**src/rtl/keyed_wdog_pkg.sv**
```systemverilog
// Shared constants for the keyed watchdog: key words and control bit positions.
package keyed_wdog_pkg;
    localparam logic [15:0] KEY_UNLOCK_A  = 16'h3333;
    localparam logic [15:0] KEY_UNLOCK_B  = 16'hCCCC;
    localparam logic [15:0] KEY_REFRESH_A = 16'hAAAA;
    localparam logic [15:0] KEY_REFRESH_B = 16'h5555;

    localparam int unsigned BIT_EN     = 15;
    localparam int unsigned BIT_RST_EN = 14;
    localparam int unsigned BIT_IRQ    = 12;
    localparam int unsigned EXP_W      = 8;

    typedef enum logic [1:0] {
        RD_CTRL = 2'd0,
        RD_LO   = 2'd1,
        RD_HI   = 2'd2,
        RD_NONE = 2'd3
    } rd_sel_e;
endpackage

```
**src/rtl/keyed_wdog_keyseq.sv**
```systemverilog
// Two-word key sequence checker.
// Watches every write. After FIRST_W it arms. If the next write is SECOND_W it
// produces a one-cycle hit (combinational with that write). Any other word
// disarms it, except FIRST_W, which re-arms it. A flushed write (consumed
// elsewhere) always disarms it.
// Assumes: at most one write per cycle.
module keyed_wdog_keyseq #(
    parameter logic [15:0] FIRST_W  = 16'h0000,
    parameter logic [15:0] SECOND_W = 16'hFFFF
) (
    input  logic        clk,
    input  logic        rst_n,
    input  logic        wr_en,
    input  logic [15:0] wr_data,
    input  logic        flush,
    output logic        hit
);
    logic armed_q;

    // Completion of the sequence on the current write.
    assign hit = wr_en && !flush && armed_q && (wr_data == SECOND_W);

    // Arm on the first word; every other write (or a flush) disarms.
    always_ff @(posedge clk) begin
        if (!rst_n) begin
            armed_q <= 1'b0;
        end else if (wr_en) begin
            armed_q <= !flush && (wr_data == FIRST_W);
        end
    end
endmodule

```
**src/rtl/keyed_wdog_limit.sv**
```systemverilog
// Exponent decode: converts the one-hot select into the terminal count
// (timeout - 1) and a validity flag.
// Bit 0 selects 2^SHORT_EXP. Bit k (k >= 1) selects 2^(LONG_BASE+k-1).
// Assumes: SHORT_EXP < LONG_BASE, and CNT_W holds the largest terminal count.
module keyed_wdog_limit #(
    parameter int unsigned SHORT_EXP = 14,
    parameter int unsigned LONG_BASE = 24,
    parameter int unsigned CNT_W     = 31
) (
    input  logic [7:0]       exp_sel,
    output logic             exp_ok,
    output logic [CNT_W-1:0] last
);
    logic [CNT_W-1:0] term [8];

    // One masked terminal count per select bit.
    for (genvar k = 0; k < 8; k++) begin : g_term
        localparam int unsigned E = (k == 0) ? SHORT_EXP : LONG_BASE + k - 1;
        localparam logic [63:0] LAST64 = (64'd1 << E) - 64'd1;
        assign term[k] = exp_sel[k] ? LAST64[CNT_W-1:0] : '0;
    end

    // A select is usable only if exactly one bit is set.
    assign exp_ok = (exp_sel != 8'd0) && ((exp_sel & (exp_sel - 8'd1)) == 8'd0);

    // Merge the terms; only one can be non-zero when exp_ok is true.
    always_comb begin
        last = '0;
        for (int k = 0; k < 8; k++) begin
            last = last | term[k];
        end
    end
endmodule

```
**src/rtl/keyed_wdog_counter.sv**
```systemverilog
// Timeout counter. Counts while run is high and expires on the clock where the
// count equals last. Expiry and refresh both return it to zero. Refresh wins
// over an expiry in the same cycle.
// Assumes: last is stable while run is high, apart from control writes.
module keyed_wdog_counter #(
    parameter int unsigned CNT_W = 31
) (
    input  logic             clk,
    input  logic             rst_n,
    input  logic             run,
    input  logic             refresh,
    input  logic [CNT_W-1:0] last,
    output logic [CNT_W-1:0] count,
    output logic             expire
);
    logic [CNT_W-1:0] count_q;

    assign count  = count_q;
    assign expire = run && !refresh && (count_q == last);

    // Advance, clear on refresh or expiry, else hold.
    always_ff @(posedge clk) begin
        if (!rst_n) begin
            count_q <= '0;
        end else if (refresh || expire) begin
            count_q <= '0;
        end else if (run) begin
            count_q <= count_q + 1'b1;
        end
    end
endmodule

```
**src/rtl/keyed_wdog.sv**
```systemverilog
// Keyed watchdog top. Holds the control state, the unlock window, the irq flag
// and the reset pulse. Routes reads of the control word and the two count halves.
// Assumes: a single write port aimed at the control address; reads are combinational.
module keyed_wdog #(
    parameter int unsigned SHORT_EXP = 14,
    parameter int unsigned LONG_BASE = 24,
    parameter int unsigned LO_W      = 16
) (
    input  logic        clk,
    input  logic        rst_n,
    input  logic        wr_en,
    input  logic [15:0] wr_data,
    input  logic [1:0]  rd_sel,
    output logic [15:0] rd_data,
    output logic        irq,
    output logic        sys_rst
);
    import keyed_wdog_pkg::*;

    localparam int unsigned CNT_W  = LONG_BASE + 7;
    localparam int unsigned VIEW_W = 2 * LO_W;

    logic             en_q, rst_en_q, irq_q, open_q, sys_rst_q;
    logic [7:0]       exp_q;
    logic             ctl_wr, unlock_hit, refresh, exp_ok, run, expire;
    logic [CNT_W-1:0] last, count;
    logic [VIEW_W-1:0] count_ext;

    // The write right after a completed unlock is the control write.
    assign ctl_wr = wr_en && open_q;
    assign run    = en_q && exp_ok;

    keyed_wdog_keyseq #(.FIRST_W(KEY_UNLOCK_A), .SECOND_W(KEY_UNLOCK_B)) u_unlock (
        .clk(clk), .rst_n(rst_n), .wr_en(wr_en), .wr_data(wr_data),
        .flush(open_q), .hit(unlock_hit)
    );

    keyed_wdog_keyseq #(.FIRST_W(KEY_REFRESH_A), .SECOND_W(KEY_REFRESH_B)) u_refresh (
        .clk(clk), .rst_n(rst_n), .wr_en(wr_en), .wr_data(wr_data),
        .flush(open_q), .hit(refresh)
    );

    keyed_wdog_limit #(.SHORT_EXP(SHORT_EXP), .LONG_BASE(LONG_BASE), .CNT_W(CNT_W)) u_limit (
        .exp_sel(exp_q), .exp_ok(exp_ok), .last(last)
    );

    keyed_wdog_counter #(.CNT_W(CNT_W)) u_counter (
        .clk(clk), .rst_n(rst_n), .run(run), .refresh(refresh),
        .last(last), .count(count), .expire(expire)
    );

    // Unlock window: opens on a key hit, closes on the next write.
    always_ff @(posedge clk) begin
        if (!rst_n) begin
            open_q <= 1'b0;
        end else if (wr_en) begin
            open_q <= unlock_hit;
        end
    end

    // Control fields: loaded by a control write; a reset expiry drops enable.
    always_ff @(posedge clk) begin
        if (!rst_n) begin
            en_q     <= 1'b0;
            rst_en_q <= 1'b0;
            exp_q    <= '0;
        end else begin
            if (ctl_wr) begin
                en_q     <= wr_data[BIT_EN];
                rst_en_q <= wr_data[BIT_RST_EN];
                exp_q    <= wr_data[EXP_W-1:0];
            end
            if (expire && rst_en_q) begin
                en_q <= 1'b0;
            end
        end
    end

    // Sticky flag: set on expiry (wins), cleared by write-one in a control write.
    always_ff @(posedge clk) begin
        if (!rst_n) begin
            irq_q <= 1'b0;
        end else if (expire) begin
            irq_q <= 1'b1;
        end else if (ctl_wr && wr_data[BIT_IRQ]) begin
            irq_q <= 1'b0;
        end
    end

    // Reset request: one registered cycle per expiry with reset enabled.
    always_ff @(posedge clk) begin
        if (!rst_n) begin
            sys_rst_q <= 1'b0;
        end else begin
            sys_rst_q <= expire && rst_en_q;
        end
    end

    assign irq       = irq_q;
    assign sys_rst   = sys_rst_q;
    assign count_ext = VIEW_W'(count);

    // Read mux: control word or one half of the count.
    always_comb begin
        case (rd_sel_e'(rd_sel))
            RD_CTRL: rd_data = {en_q, rst_en_q, 1'b0, irq_q, 4'b0000, exp_q};
            RD_LO:   rd_data = 16'(count_ext[LO_W-1:0]);
            RD_HI:   rd_data = 16'(count_ext[VIEW_W-1:LO_W]);
            default: rd_data = 16'h0000;
        endcase
    end
endmodule

```
**config.mk**
```make
export PLATFORM = sky130hd
export DESIGN_NAME = keyed_wdog
export DESIGN_NICKNAME = d
export VERILOG_FILES = /design/src/rtl/keyed_wdog_pkg.sv /design/src/rtl/keyed_wdog_keyseq.sv /design/src/rtl/keyed_wdog_limit.sv /design/src/rtl/keyed_wdog_counter.sv /design/src/rtl/keyed_wdog.sv
export SDC_FILE = /design/constraint.sdc
export NUM_CORES = 1
export LEC_CHECK = 0
export ABC_CLOCK_PERIOD_IN_PS = 2470
export CAP_MARGIN = 20
export CORE_ASPECT_RATIO = 1.75
export CORE_MARGIN = 5
export CORE_UTILIZATION = 55
export DETAILED_ROUTE_END_ITERATION = 8
export PLACE_DENSITY = 0.86
export SETUP_SLACK_MARGIN = 0.02
export SYNTH_ARGS = -nofsm -noshare
export SYNTH_HDL_FRONTEND = slang
export SYNTH_SLANG_ARGS = --single-unit
```
**constraint.sdc**
```tcl
create_clock -name clk -period 2.47 [get_ports clk]
set_input_delay 0.247 -clock clk [delete_from_list [all_inputs] [get_ports clk]]
set_output_delay 0.247 -clock clk [all_outputs]
set_load 0.005 [all_outputs]
```
---- Word level (Yosys, flattened, before mapping) ----
Index checks and enable logic that the tools add are counted.
word-level totals
  bits in registers ....................... 46
  input bits .............................. 21
  output and inout bits ................... 18
cells by class
  $add $sub $neg .......................... 2
  equal/unequal tests ..................... 7
  mux-type cells .......................... 11
  bitwise logic cells ..................... 9
  reductions and logical operators ........ 23
operator list
  kind                                              number
  bitwise OR 31 bit                                 7
  one-hot mux 16 bit (3 select lines)               1
  == test 16 bit, second input constant             2
  adder 31 x 1 -> 31 bit, second input constant     1
  == test 31 bit                                    1
  two-way mux 30 bit                                1
  two-way mux 29 bit                                1
  two-way mux 28 bit                                1
  two-way mux 27 bit                                1
  two-way mux 26 bit                                1
  two-way mux 25 bit                                1
  two-way mux 24 bit                                1
  == test 16 x 14 -> 1 bit, second input constant   1
  == test 16 x 15 -> 1 bit, second input constant   1
  logical AND 1 bit                                 14
  two-way mux 14 bit                                1
  bitwise AND 8 bit                                 1
  zero test 8 bit                                   1
  nonzero test 8 bit                                1
  subtractor 8 x 1 -> 8 bit, second input constant  1
  OR reduction 2 bit                                2
  == test 2 x 1 -> 1 bit, second input constant     1
  == test 2 bit, second input constant              1
  zero test 1 bit                                   2
  5 further kinds                                   6

---- Logic depth before layout (Yosys ltp) ----
  word-level depth ........................ 12
  gate-level depth with buffers ........... 9
  mapped depth without buffers ............ 7

---- Hierarchy ----
Synthesis repeated with hierarchy kept, for this count alone.
unflattened totals
  cell total of the unflattened synthesis .. 380
  area, all modules ....................... 3228.1 um^2
by module, submodules not included
  module                         times used  cells each  area each (um^2)  sequential area each (um^2)
  keyed_wdog_counter             1           211         1746.7            620.6
  keyed_wdog                     1           88          849.6             260.2
  keyed_wdog_limit               1           46          329.1             0.0
  keyed_wdog_keyseq (u_unlock)   1           18          156.4             20.0
  keyed_wdog_keyseq (u_refresh)  1           17          146.4             20.0

---- Worst setup path before layout ----
No wires, ideal clock.
  kind .................................... register -> register
  start point ............................. register exp_q[1]
  end point ............................... register sys_rst_q (netlist: sys_rst)
  setup time .............................. 60 ps
  arrival time ............................ 2018 ps
  data required time ...................... 2410 ps
  path slack .............................. 393 ps
  stages on the path, launching flop included .. 8
  buffers on the path ..................... 1
  clock period less this slack ............ 2077 ps
  path through ............................ dfxtp_1 or3_1 clkbuf_1 nor4_1 mux2i_1 nand4_1 nor2_1 and3_1
between the ends
  longest elaborated chain between the ends .. 11
ends and longest elaborated chain
  element                         line                      RTL
  from (decl)                     keyed_wdog.sv:24          logic [7:0] exp_q;
  from (signal assigned)          keyed_wdog.sv:71          exp_q <= wr_data[EXP_W-1:0];
  two-way mux 24 bit              keyed_wdog_limit.sv:20    assign term[k] = exp_sel[k] ? LAST64[CNT_W-1:0] : '0;
  bitwise OR 31 bit (7 in a row)  keyed_wdog_limit.sv:30    last = last | term[k];
  == test 31 bit                  keyed_wdog_counter.sv:19  assign expire = run && !refresh && (count_q == last);
  logical AND 1 bit (*)           keyed_wdog_counter.sv:19
  logical AND 1 bit (*)           keyed_wdog.sv:95          sys_rst_q <= expire && rst_en_q;
  to (signal assigned)            keyed_wdog.sv:95
  to (decl)                       keyed_wdog.sv:23          logic en_q, rst_en_q, irq_q, open_q, sys_rst_q;
Every way passes the cells marked *; elsewhere a longest branch is shown, timed or not.
A chain may end at the register's enable or synchronous reset.

---- Final worst setup path ----
  start point ............................. register exp_q[1]
  end point ............................... register u_counter.count_q[12] (netlist: u_counter.count[12])
between the ends
  longest elaborated chain between the ends .. 12
ends and longest elaborated chain
  element                              line                      RTL
  two-way mux 24 bit                   keyed_wdog_limit.sv:20
  bitwise OR 31 bit (7 in a row)       keyed_wdog_limit.sv:30
  == test 31 bit                       keyed_wdog_counter.sv:19
  logical AND 1 bit                    keyed_wdog_counter.sv:19
  logical OR 1 bit                     keyed_wdog_counter.sv:25  end else if (refresh || expire) begin
  OR reduction 2 bit (no source line)  --
  to (signal assigned)                 keyed_wdog_counter.sv:28  count_q <= count_q + 1'b1;
  to (decl)                            keyed_wdog_counter.sv:16  logic [CNT_W-1:0] count_q;
Parallel ways exist; a longest one is shown, timed or not.

==> results.cfg <==
[status]
outcome = completed

[timing]
setup_tns_ns = 0
finClkSkew_ns = 0.00803
worstMarginPinSlew_ns = 0.501
setup_viol = 0
post-route-period-util_pct = 91.5
relSlewSlack_pct = 66.1
fmax_ghz = 0.443
period_needed_ns = 2.26
timing.final.hold_violations = 0
layout_setup_ws_ns = 0.211
slew_viol_final = 0
rsz0062_at_grt = false

[worst_setup_path]
crit_chain = or3_1, a211oi_2, o21ai_1, or2_1, buf_4, or3_1, a31oi_1
critPathLaunchType = flop
cp.buffers_inverters = 1
r2r_end = u_counter.count[12]$_SDFFE_PP0P_
rr_worst_depth = 7
required_ns = 2.71
slowest_stage = or3_1
end_kind = flop
rrSetupSlack_ns = 0.21
rr_startpoint = exp_q[1]$_SDFFE_PN0P_
cp_max_fo = 20
arrival_ns = 2.50
worstSetupStartpoint = exp_q[1]$_SDFFE_PN0P_
slowest_delay_ns = 0.48
crit_top_cell = or3_1
cpLargestDelayFamily = simple AND/OR/NAND/NOR gates
critPathKind = flop to flop

[floorplan]
dieHeight_um = 104
core_area_um2 = 4930
ios = 39
initial_utilization_pct = 55.7
die_w_um = 63.5
rows = 34
die_area_um2 = 6570

[global_route]
grt_max_degree = 21
grtUsageMet2_pct = 45.7
busiest_layer = met2
grt_pass1_vias = 3006
gr-usage-met3_pct = 5.85
grt_usage_pct = 25.8
grt_pass1_wl_um = 13700
grt.overflow.total = 0
grt_util_met1_pct = 24.3
antenna_found_initial = 0

[hold_path]
worstHoldStart = exp_q[0]$_SDFFE_PN0P_
hold_depth = 2
hold_end = exp_q[0]$_SDFFE_PN0P_
hp-class = flop to flop

[detailed_routing]
avgRoutedWirePerCell_um = 17.9
drt_iter0_drc = 167
drt-pass1-iter-count = 4
vias_per_cell = 6.41
antenna_left = 0
drt_wl_total_um = 8390
drcViolationCount = 0
vias = 3007

[clock_tree]
cts-root-buf = clkbuf_8
clk_latency_ns = 0.31
holdBufCountCts = 0
cts_tree = yes
path_clk_slew_ns = 0.09
cts.htree.levels = 2
cts_resized = 0
cts_sinks = 46
post_cts_buffers = 0
clock_path_buffers = 2
numCtsBuffers = 5

[placement]
dp_cells = 461
dp_hpwl_um = 6460
io_buffers = 38
dpl_worst_slack_ns = 0.296
gp_congestion = 0.900

[finish]
syn_to_final_growth_pct = 24.3
final_cell_mix = nand2_1, dfxtp_1, clkdlybuf4s50_1, nor2_1, nand3_1
n_antenna_cell = 0
stdcell_count = 469
finish.net_count = 436
final_common_cell = nand2_1
layout-drive-gt1-share_pct = 8.67

[logic_synthesis]
synthXorXnorAreaFrac_pct = 6.37
syn_inst = 369
synth_top_family_by_area = simple AND/OR/NAND/NOR gates
synthFlopType = dfxtp_1
synth_cell_types = 43
synth.yosys.seq_area_share_pct = 33.5
ys_async_sr_fraction_pct = 0
synth_edf_count = 0
syn-num-nets = 391
muxShareOfSynthArea_pct = 5.46
synth_simple_gate_area_share_pct = 36.3
synth_fa_ha_area_share_pct = 0.455
yosys_warnings = 0
synth_compound_area_share_pct = 13.0
syn_area_per_cell_um2 = 7.45
ys_ff_latch = 46
netlist_area_um2 = 2750

[power_and_ir_drop]
ir_drop_v = 0.000522
powerDensity_nw_per_um2 = 480
p_leak_nw = 1.14

[job]
maxCapViolCount = 0
worst min-delay path, stage by stage (launching register included):
cell,delay [ns]
dfxtp_1,0.34
nand2_1,0.06
a21oi_1,0.06
per-layer routing:
metal | vias up | part of all wire (%) | wire length [um]
met5 | - | 0 | 0
met4 | 0 | 8.4 | 704
met3 | 53 | 6.5 | 544
met2 | 158 | 52 | 4340
met1 | 1386 | 33 | 2800
li1 | 1410 | - | -
worst max-delay path by stage:
| stage | slack, ns | to | cells past startpoint |
|---|---|---|---|
| 3_5_place_dp | 0.30 | rd_data[0] | 6 |
| 2_1_floorplan | 0.39 | sys_rst$_SDFF_PN0_ | 7 |
| 3_3_place_gp | 0.31 | u_counter.count[25]$_SDFFE_PP0P_ | 7 |
| 6_report | 0.21 | u_counter.count[12]$_SDFFE_PP0P_ | 7 |
| 4_1_cts | 0.23 | u_counter.count[12]$_SDFFE_PP0P_ | 7 |
| 5_1_grt | 0.1 | u_counter.count[24]$_SDFFE_PP0P_ | 8 |
registers in the layout, summed over array words and instances, names as in the netlist:
register / flops
open_q: 1
u_unlock.armed_q: 1
u_refresh.armed_q: 1
irq: 1
rst_en_q: 1
u_counter.count: 31
sys_rst: 1
en_q: 1
exp_q: 8
per-stage QoR:
| stage | area [um2] | hold slack [ns] | util [%] | power [mW] |
|---|---|---|---|---|
| after global routing | 3420 | 0.531 | 69.3 | 1.69 |
| after CTS | 3420 | 0.494 | 69.3 | 1.64 |
| after detailed placement | 3280 | 0.482 | 66.4 | 0.953 |
| after global placement | 3280 | 0.464 | 66.4 | 0.949 |
| final | 3420 | 0.503 | 69.3 | 1.64 |
| after floorplan | 2750 | 0.365 | - | 0.866 |
synthesized netlist by cell type (4+ instances only):
cell	number	area, um2
nand4_1	9	56.3
a22o_1	5	43.8
or3_1	13	81.3
o21ai_0	11	55.1
nor3_1	12	60.1
nand2_1	58	218
clkbuf_1	16	60.1
xnor2_1	19	166
buf_2	4	20.0
mux2i_1	15	150
inv_1	9	33.8
nand3_1	29	145
nor2b_1	4	25.0
a31oi_1	12	75.1
nor2_1	34	128
dfxtp_1	46	921
nor4bb_1	6	60.1
nor4_1	18	113
a21oi_1	14	70.1
kinds of logic (layout without fill, tap and decap cells):
kind of cell    count (synthesis)  count (layout)
simple gates                  197             197
mux                            15              15
compound gates                 57              57
flops                          46              46
fa+ha+maj                       1               1
xor+xnor                       20              20
buf+inv                        33              79
layout make-up:
class,instances,area [um2]
clock buffer,6,82.6
multi-input combinational,290,1690
clock inverter,2,60.1
sequential,46,921
fill,388,1520
tap,54,67.6
timing repair buffer,62,561
inverter,9,33.8
power breakdown:
part	switching, mW	internal, mW
Clock	0.269	0.432
Combinational	0.0790	0.0818
Sequential	0.0242	0.756
Total	0.372	1.27
Power figures use the tool's default switching activity.
